==> src/rtl/be_word_pkg.sv <==
package be_word_pkg;
  localparam int LANES  = 4;
  localparam int BYTE_W = 8;
  localparam int WORD_W = LANES * BYTE_W;
  localparam int ALIGN_W = $clog2(LANES);

  // byte at address offset k of a big-endian word (k=0 is the MSB)
  function automatic logic [BYTE_W-1:0] be_lane(input logic [WORD_W-1:0] w, input int k);
    return w[WORD_W-1-BYTE_W*k -: BYTE_W];
  endfunction
endpackage

==> src/rtl/be_addr_gen.sv <==
module be_addr_gen
  import be_word_pkg::*;
#(
  parameter int XLEN  = 32,
  parameter int OFF_W = 16
) (
  input  logic [XLEN-1:0]  base,
  input  logic [OFF_W-1:0] disp,
  output logic [XLEN-1:0]  addr,
  output logic             misaligned
);
  logic [XLEN-1:0] disp_ext;

  always_comb begin
    disp_ext   = {{(XLEN-OFF_W){disp[OFF_W-1]}}, disp};
    addr       = base + disp_ext;
    misaligned = |addr[ALIGN_W-1:0];
  end
endmodule

==> src/rtl/be_byte_bank.sv <==
module be_byte_bank
  import be_word_pkg::*;
#(
  parameter int ROW_W = 6
) (
  input  logic              clk,
  input  logic              we,
  input  logic [ROW_W-1:0]  row,
  input  logic [BYTE_W-1:0] wbyte,
  output logic [BYTE_W-1:0] rbyte
);
  localparam int ROWS = 1 << ROW_W;

  logic [BYTE_W-1:0] store_q [ROWS];

  always_ff @(posedge clk) begin
    if (we) store_q[row] <= wbyte;
  end

  assign rbyte = store_q[row];
endmodule

==> src/rtl/be_word_port.sv <==
module be_word_port
  import be_word_pkg::*;
#(
  parameter int XLEN   = 32,
  parameter int OFF_W  = 16,
  parameter int ADDR_W = 8
) (
  input  logic                 clk,
  input  logic                 rst,
  input  logic                 cmd_valid,
  input  logic                 cmd_store,
  input  logic [XLEN-1:0]      base_addr,
  input  logic [OFF_W-1:0]     offset,
  input  logic [WORD_W-1:0]    wdata,
  output logic [WORD_W-1:0]    rdata,
  output logic [XLEN-1:0]      eff_addr,
  output logic [LANES-1:0]     lane_we,
  output logic [WORD_W-1:0]    lane_byte,
  output logic                 addr_err
);
  localparam int ROW_W = ADDR_W - ALIGN_W;

  logic             misal;
  logic             commit;
  logic [ROW_W-1:0] row_sel;

  be_addr_gen #(.XLEN(XLEN), .OFF_W(OFF_W)) u_agen (
    .base       (base_addr),
    .disp       (offset),
    .addr       (eff_addr),
    .misaligned (misal)
  );

  assign commit  = cmd_valid & cmd_store & ~misal;
  assign row_sel = eff_addr[ADDR_W-1:ALIGN_W];

  for (genvar k = 0; k < LANES; k++) begin : g_lane
    logic [BYTE_W-1:0] rd_b;

    assign lane_we[k]                  = commit;
    assign lane_byte[BYTE_W*k +: BYTE_W] = be_lane(wdata, k);

    be_byte_bank #(.ROW_W(ROW_W)) u_bank (
      .clk   (clk),
      .we    (lane_we[k]),
      .row   (row_sel),
      .wbyte (lane_byte[BYTE_W*k +: BYTE_W]),
      .rbyte (rd_b)
    );

    assign rdata[WORD_W-1-BYTE_W*k -: BYTE_W] = rd_b;
  end

  always_ff @(posedge clk) begin
    if (rst) addr_err <= 1'b0;
    else     addr_err <= cmd_valid & misal;
  end

  a_r1_sext_sum: assert property (@(posedge clk) disable iff (rst)
    (eff_addr - base_addr) == XLEN'($signed(offset)));

  a_r3_msb_first: assert property (@(posedge clk) disable iff (rst)
    (lane_we != '0) |-> (lane_byte[BYTE_W-1:0] == wdata[WORD_W-1 -: BYTE_W]));

  a_r5_no_misaligned_write: assert property (@(posedge clk) disable iff (rst)
    (lane_we != '0) |-> (eff_addr[ALIGN_W-1:0] == '0));

  a_r2_all_lanes: assert property (@(posedge clk) disable iff (rst)
    ($countones(lane_we) == 0) || ($countones(lane_we) == LANES));

  a_r6_err_follows: assert property (@(posedge clk) disable iff (rst)
    (cmd_valid && eff_addr[ALIGN_W-1:0] != '0) |=> addr_err);

  a_r6_err_cause: assert property (@(posedge clk) disable iff (rst)
    (cmd_valid && eff_addr[ALIGN_W-1:0] == '0) |=> !addr_err);

  a_r9_load_no_write: assert property (@(posedge clk) disable iff (rst)
    (!cmd_valid || !cmd_store) |-> (lane_we == '0));
endmodule

==> config.mk <==
export PLATFORM = sky130hd
export DESIGN_NAME = be_word_port
export DESIGN_NICKNAME = d
export VERILOG_FILES = /design/src/rtl/be_word_pkg.sv /design/src/rtl/be_addr_gen.sv /design/src/rtl/be_byte_bank.sv /design/src/rtl/be_word_port.sv
export SDC_FILE = /design/constraint.sdc
export NUM_CORES = 2
export LEC_CHECK = 0
export ABC_AREA = 1
export BUFFER_PORTS_ARGS = -buffer_cell sky130_fd_sc_hd__buf_2
export CAP_MARGIN = 5
export CORE_UTILIZATION = 38
export DETAILED_ROUTE_END_ITERATION = 10
export PLACE_DENSITY_LB_ADDON = 0.15
export SYNTH_ARGS = -nofsm -noshare
export SYNTH_HDL_FRONTEND = slang
export SYNTH_SLANG_ARGS = --single-unit
==> constraint.sdc <==
create_clock -name clk -period 5.8 [get_ports clk]
set_clock_uncertainty 0.15 [all_clocks]
set_input_delay 0.58 -clock clk [delete_from_list [all_inputs] [get_ports clk]]
set_output_delay 0.58 -clock clk [all_outputs]
set_load 0.005 [all_outputs]
# --- Word level (Yosys, flattened, before mapping) ---
# Memories as Yosys holds them, arrays and structs flattened.
# Index checks and enable logic that the tools add are counted.
totals:
  elab_cells: 13
  mem_count: 4
  register_bits: 1
  mem_bits_rw: 2048
op_classes:
  mux: 2
  n_addsub: 1
  reduce_logical: 1
  bitwise_logic: 4
mem_list:
  columns: ["memory", "words", "word_bits", "read_ports", "rd_clocked_by_memory_dff", "wr", "line", "text"]
  rows:
  - ["g_lane[0].u_bank.store_q", 64, 8, 1, 0, 1, "be_byte_bank.sv:14", "logic [BYTE_W-1:0] store_q [ROWS];"]
  - ["g_lane[1].u_bank.store_q", 64, 8, 1, 0, 1, "be_byte_bank.sv:14", null]
  - ["g_lane[2].u_bank.store_q", 64, 8, 1, 0, 1, "be_byte_bank.sv:14", null]
  - ["g_lane[3].u_bank.store_q", 64, 8, 1, 0, 1, "be_byte_bank.sv:14", null]
op_table:
  columns: ["operator", "n"]
  rows:
  - ["32-bit adder", 1]
  - ["1-bit AND", 3]
  - ["1-bit two-way mux", 2]
  - ["2-bit OR reduction", 1]
  - ["1-bit inverter", 1]

# --- Longest topological paths before layout ---
depth:
  ltp_word: 6
  ltp_mapped: 20
  ltp_nobuf: 17

# --- By module ---
# Synthesis repeated with hierarchy kept, for this count alone.
hier_totals:
  cells_unflattened: 9169
  hier_area_um2: 90216.5
modules_own_cells:
  columns: ["module", "n_inst", "seq_area_each_um2", "area_each_um2", "cells_per_inst"]
  rows:
  - ["be_byte_bank", 4, 15374.7, 21884.7, 2159]
  - ["be_addr_gen", 1, 0.0, 2369.8, 492]
  - ["be_word_port", 1, 20.0, 307.8, 41]

# --- Worst setup path before layout ---
# No wires, ideal clock.
synth_path:
  kind: "input to register"
  start: "in offset[0]"
  end: "mem g_lane[0].u_bank.store_q[37][0], enable pin"
  t_required_ns: 5.229
  setup_slack_ns: 1.484
  path_stages: 13
  arrival_time_ns: 3.745
  path_buffers: 2
  cell_sequence: "ha_1 -> inv_1 -> fa_1 -> inv_1 -> nand3_1 -> nand2_1 -> xor2_2 -> inv_2 -> buf_2 -> buf_2 -> nor2_1 -> nand2_1 -> nor2_1"
synth_via:
  elab_chain_len: 6
synth_lines:
  columns: ["item", "line", "text"]
  rows:
  - ["start: declaration", "be_word_port.sv:13", "input logic [OFF_W-1:0] offset,"]
  - ["32-bit adder (*)", "be_addr_gen.sv:16", "addr = base + disp_ext;"]
  - ["2-bit OR reduction", "be_addr_gen.sv:17", "misaligned = |addr[ALIGN_W-1:0];"]
  - ["1-bit inverter", "be_word_port.sv:34", "assign commit = cmd_valid & cmd_store & ~misal;"]
  - ["1-bit AND", "be_word_port.sv:34", null]
  - ["1-bit two-way mux", "be_byte_bank.sv:17", "if (we) store_q[row] <= wbyte;"]
  - ["1-bit two-way mux (implied by the code)", "be_byte_bank.sv:17", null]
  - ["end: declaration", "be_byte_bank.sv:14", null]
# Mark *: on every way between the ends. The rest lies on a longest branch, timed or not.

# --- Worst setup path after layout ---
layout_path:
  start: "in offset[0]"
  end: "out rdata[16]"
layout_via:
  elab_chain_len: 2
layout_lines:
  columns: ["item", "line", "text"]
  rows:
  - ["32-bit adder", "be_addr_gen.sv:16", null]
  - ["memory read 64 x 8 bit", null, null]
  - ["end: declaration", "be_word_port.sv:15", "output logic [WORD_W-1:0] rdata,"]
# Every way passes these cells.

==> summary.md <==
| Metric | Value |
|---|---|
| Via density per instance | `slightly above 5` |
| CTS Buf Count | `217` |
| PD cells | `356.1 mW/mm²` |
| Die height | `around 480 µm` |
| Share of the synthesized area in the top cell type | `70.72%` |
| GRT Overall Usage | `24.16%` |
| Clk root buf | `clkbuf_16` |
| Avg Inst Size Synth | `10.26 µm²` |
| Adder-cell share of the synthesized area | `0.4691%` |
| First-pass GRT wire length | `403600 µm` |
| # DRC | `0` |
| Crit start category | `primary input` |
| CTS Sinks | `2049` |
| Unrepaired setup endpoints after global routing | `no` |
| Setup crit start | `offset[0]` |
| Worst hold path type | `in2reg` |
| CTS tree | `yes` |
| Sequential cell area | `0.06152 mm²` |
| Initial Util | `38.22%` |
| Total grt overflow | `0` |
| Top cells by area, synth | `edfxtp_1, nand2_1, buf_2` |
| Fin. max-slew vios | `0` |
| Library cells used by synthesis | `35` |
| PostCTS Resize Cnt | `0` |
| Final Cycle Share | `between 80% and 90%` |
| Crit path kind | `in2out` |
| Area after DPL | `0.09264 mm²` |
| Simple-gate share of the synthesized area | `25.41%` |
| Final hold vios | `0` |
| Max Cap Viol | `0` |
| Crit Path Max Fanout | `18` |
| Asr flop ratio synth | `0%` |
| Leading cell type in the layout, fill and taps excluded | `nand2_1` |
| Pre-Repair DR Iteration Count | `6` |
| CTS max path bufs | `3` |
| Setup TNS | `0 ns` |
| Leakage Power | `40.62 nW` |
| Mux cell area share after synthesis | `0%` |
| Final hold slack | `0.06000 ns` |
| Status | `finished, final reports clean` |
| Design area | `0.09958 mm²` |
| Wirelength per Cell | `23.66 µm` |
| Ys flop type | `edfxtp_1` |
| Complex-gate fraction of the synthesized area | `0.4288%` |
| Yosys warning count | `0` |
| Hold-fix buffers at CTS | `4` |
| Post-CTS Setup Inserts | `0` |
| Core box area | `0.2275 mm²` |
| Syn_nets | `roughly 8600` |
| Max VDD drop | `0.0003196 V` |
| Flops & latches, synth | `~2000` |
| Post-DP HPWL | `166900 µm` |
| Fill cells | `21230` |
| CP Capture Point | `rdata[16]` |
| Synth Instances | `8473` |
| Fmax | `200.7 MHz` |
| Die Width | `480.4 µm` |
| Final cell utilization of the core | `43.77%` |
| Max-Slew Margin vs Limit | `between 20 and 30%` |
| Post-synthesis sequential area ratio | `70.75%` |
| Via count | `between 50000 and 60000` |
| Element type at the critical path end | `output pin` |
| Post-layout min period | `4.983 ns` |
| Worst-path clk slew | `around 0.060 ns` |
| Number of global-route vias before repair | `55330` |
| Post-Synthesis Cell Area | `slightly below 0.09 mm²` |
| Slew @ Worst Pin | `1.076 ns` |
| Fin nets | `8786` |
| Synth area leader | `edfxtp_1` |
| Num ports | `185` |
| Largest family of logic cells by synthesized area | `simple AND/OR/NAND/NOR gates` |
| Die ar. | `0.2308 mm²` |
| Critical Path AT | `4.25 ns` |
| Antenna violations before repair | `30` |
| Row count | `approximately 180` |
| IO Port Bufs | `184` |
| EDFF count, synth | `2048` |
| Most frequent cells in the layout | `nand2_1, edfxtp_1, clkbuf_16, nand3_1, buf_2` |
| Final GP Congestion | `0.8762` |
| Share of post-route cells with drive strength above 1 | `9.011%` |
| Final Setup Violations | `0` |
| Layout area overhead | `14.52%` |
| Worst endpoint required time | `5.07 ns` |
| DRT antenna net count | `0` |
| H-tree levels | `4` |
| Pin count of the biggest net entering global routing | `~120` |
| XOR/XNOR Fraction of Synth Area | `less than 1%` |
| Startpoint of the worst hold path | `wdata[14]` |
| Initial drt markers | `6361` |
| Area of the multi-input gates | `~0.024 mm²` |
| Final WL | `about 280000 µm` |
[worst max-delay path, stage by stage]
cell	delay (ns)
buf_2	0.08
ha_1	0.18
inv_1	0.06
fa_1	0.39
inv_1	0.10
nand3_1	0.07
nand2_1	0.21
nand2_1	0.08
nand2_1	0.13
nand2_1	0.06
nand2_1	0.21
nand2_1	0.25
nor2_4	0.68
buf_4	0.39
nand2_1	0.17
nand2_1	0.10
nor2_1	0.05
nand2_1	0.25
buf_2	0.18
[Yosys cell counts, types with 3 or more instances]
| master | number |
|---|---|
| xor2_1 | 15 |
| nor2_1 | 172 |
| nand3_1 | 186 |
| edfxtp_1 | 2048 |
| buf_2 | 302 |
| inv_2 | 10 |
| nor3_1 | 7 |
| nand4_1 | 3 |
| nand2_1 | 5433 |
| clkbuf_1 | 80 |
| inv_1 | 47 |
| a21o_1 | 4 |
| buf_1 | 18 |
| a21oi_1 | 31 |
| xnor2_1 | 4 |
| o21ai_0 | 16 |
| nor2_2 | 8 |
| ha_1 | 31 |
| buf_4 | 38 |
| a31oi_1 | 3 |
[how the worst min path moves through the flow]
stage	endpoint	slack (ns)	cells past startpoint
floorplan	addr_err	0.51	1
global placement	addr_err	0.59	2
detailed placement	addr_err	0.61	2
CTS	g_lane[1].u_bank.store_q[50][3]	0.03	1
global route	g_lane[1].u_bank.store_q[22][3]	0.04	1
finish	g_lane[2].u_bank.store_q[37][6]	0.06	1
[layer usage]
metal,GRT usage [%],up-vias,share of wire (%)
met2,38.20,2141,46
met5,0,-,0.0043
li1,-,28000,-
met4,6.256,2,2.2
met3,3.404,290,6.7
met1,34.84,29220,45
[area by class of cell]
class | count | area share (%)
Sequential cell | 2049 | 61.78
Multi-Input combinational cell | 5929 | 23.73
Clock buffer | 271 | 5.699
Tap cell | 3009 | 3.781
Timing Repair Buffer | 416 | 3.561
Clock inverter | 123 | 1.205
Inverter | 57 | 0.2249
Antenna cell | 10 | 0.02513
[power breakdown]
part | internal, mW | switching (mW) | leakage (nW) | total, mW
Sequential | 16.3 | 0.00845 | 18.4 | 16.3
Clock | 7.68 | 5.88 | 3.36 | 13.6
Combinational | 1.35 | 4.21 | 18.8 | 5.56
Total | 25.4 | 10.1 | 40.6 | 35.5
[flip-flops by register name (all words and copies together), names as in the netlist]
signal                 flops
g_lane.u_bank.store_q   2048
addr_err                   1
[cells by family (layout without fill, tap and decap cells)]
logic type	after synthesis	count (layout)
xor+xnor	20	20
compound gates	65	65
buf+inv	495	867
other cells	0	10
simple gates	5812	5812
fa+ha+maj	32	32
flops	2049	2049
[stage by stage]
stage,worst slack [ns],total power [mW],std cells
2_1_floorplan,1.484,19.63,8473
3_3_place_gp,0.7792,22.23,11460
3_5_place_dp,0.8514,22.22,11460
4_1_cts,0.8488,35.70,11850
5_1_grt,0.7097,36.72,11860
6_report,0.8167,35.46,11860
Power figures use the tool's default switching activity.
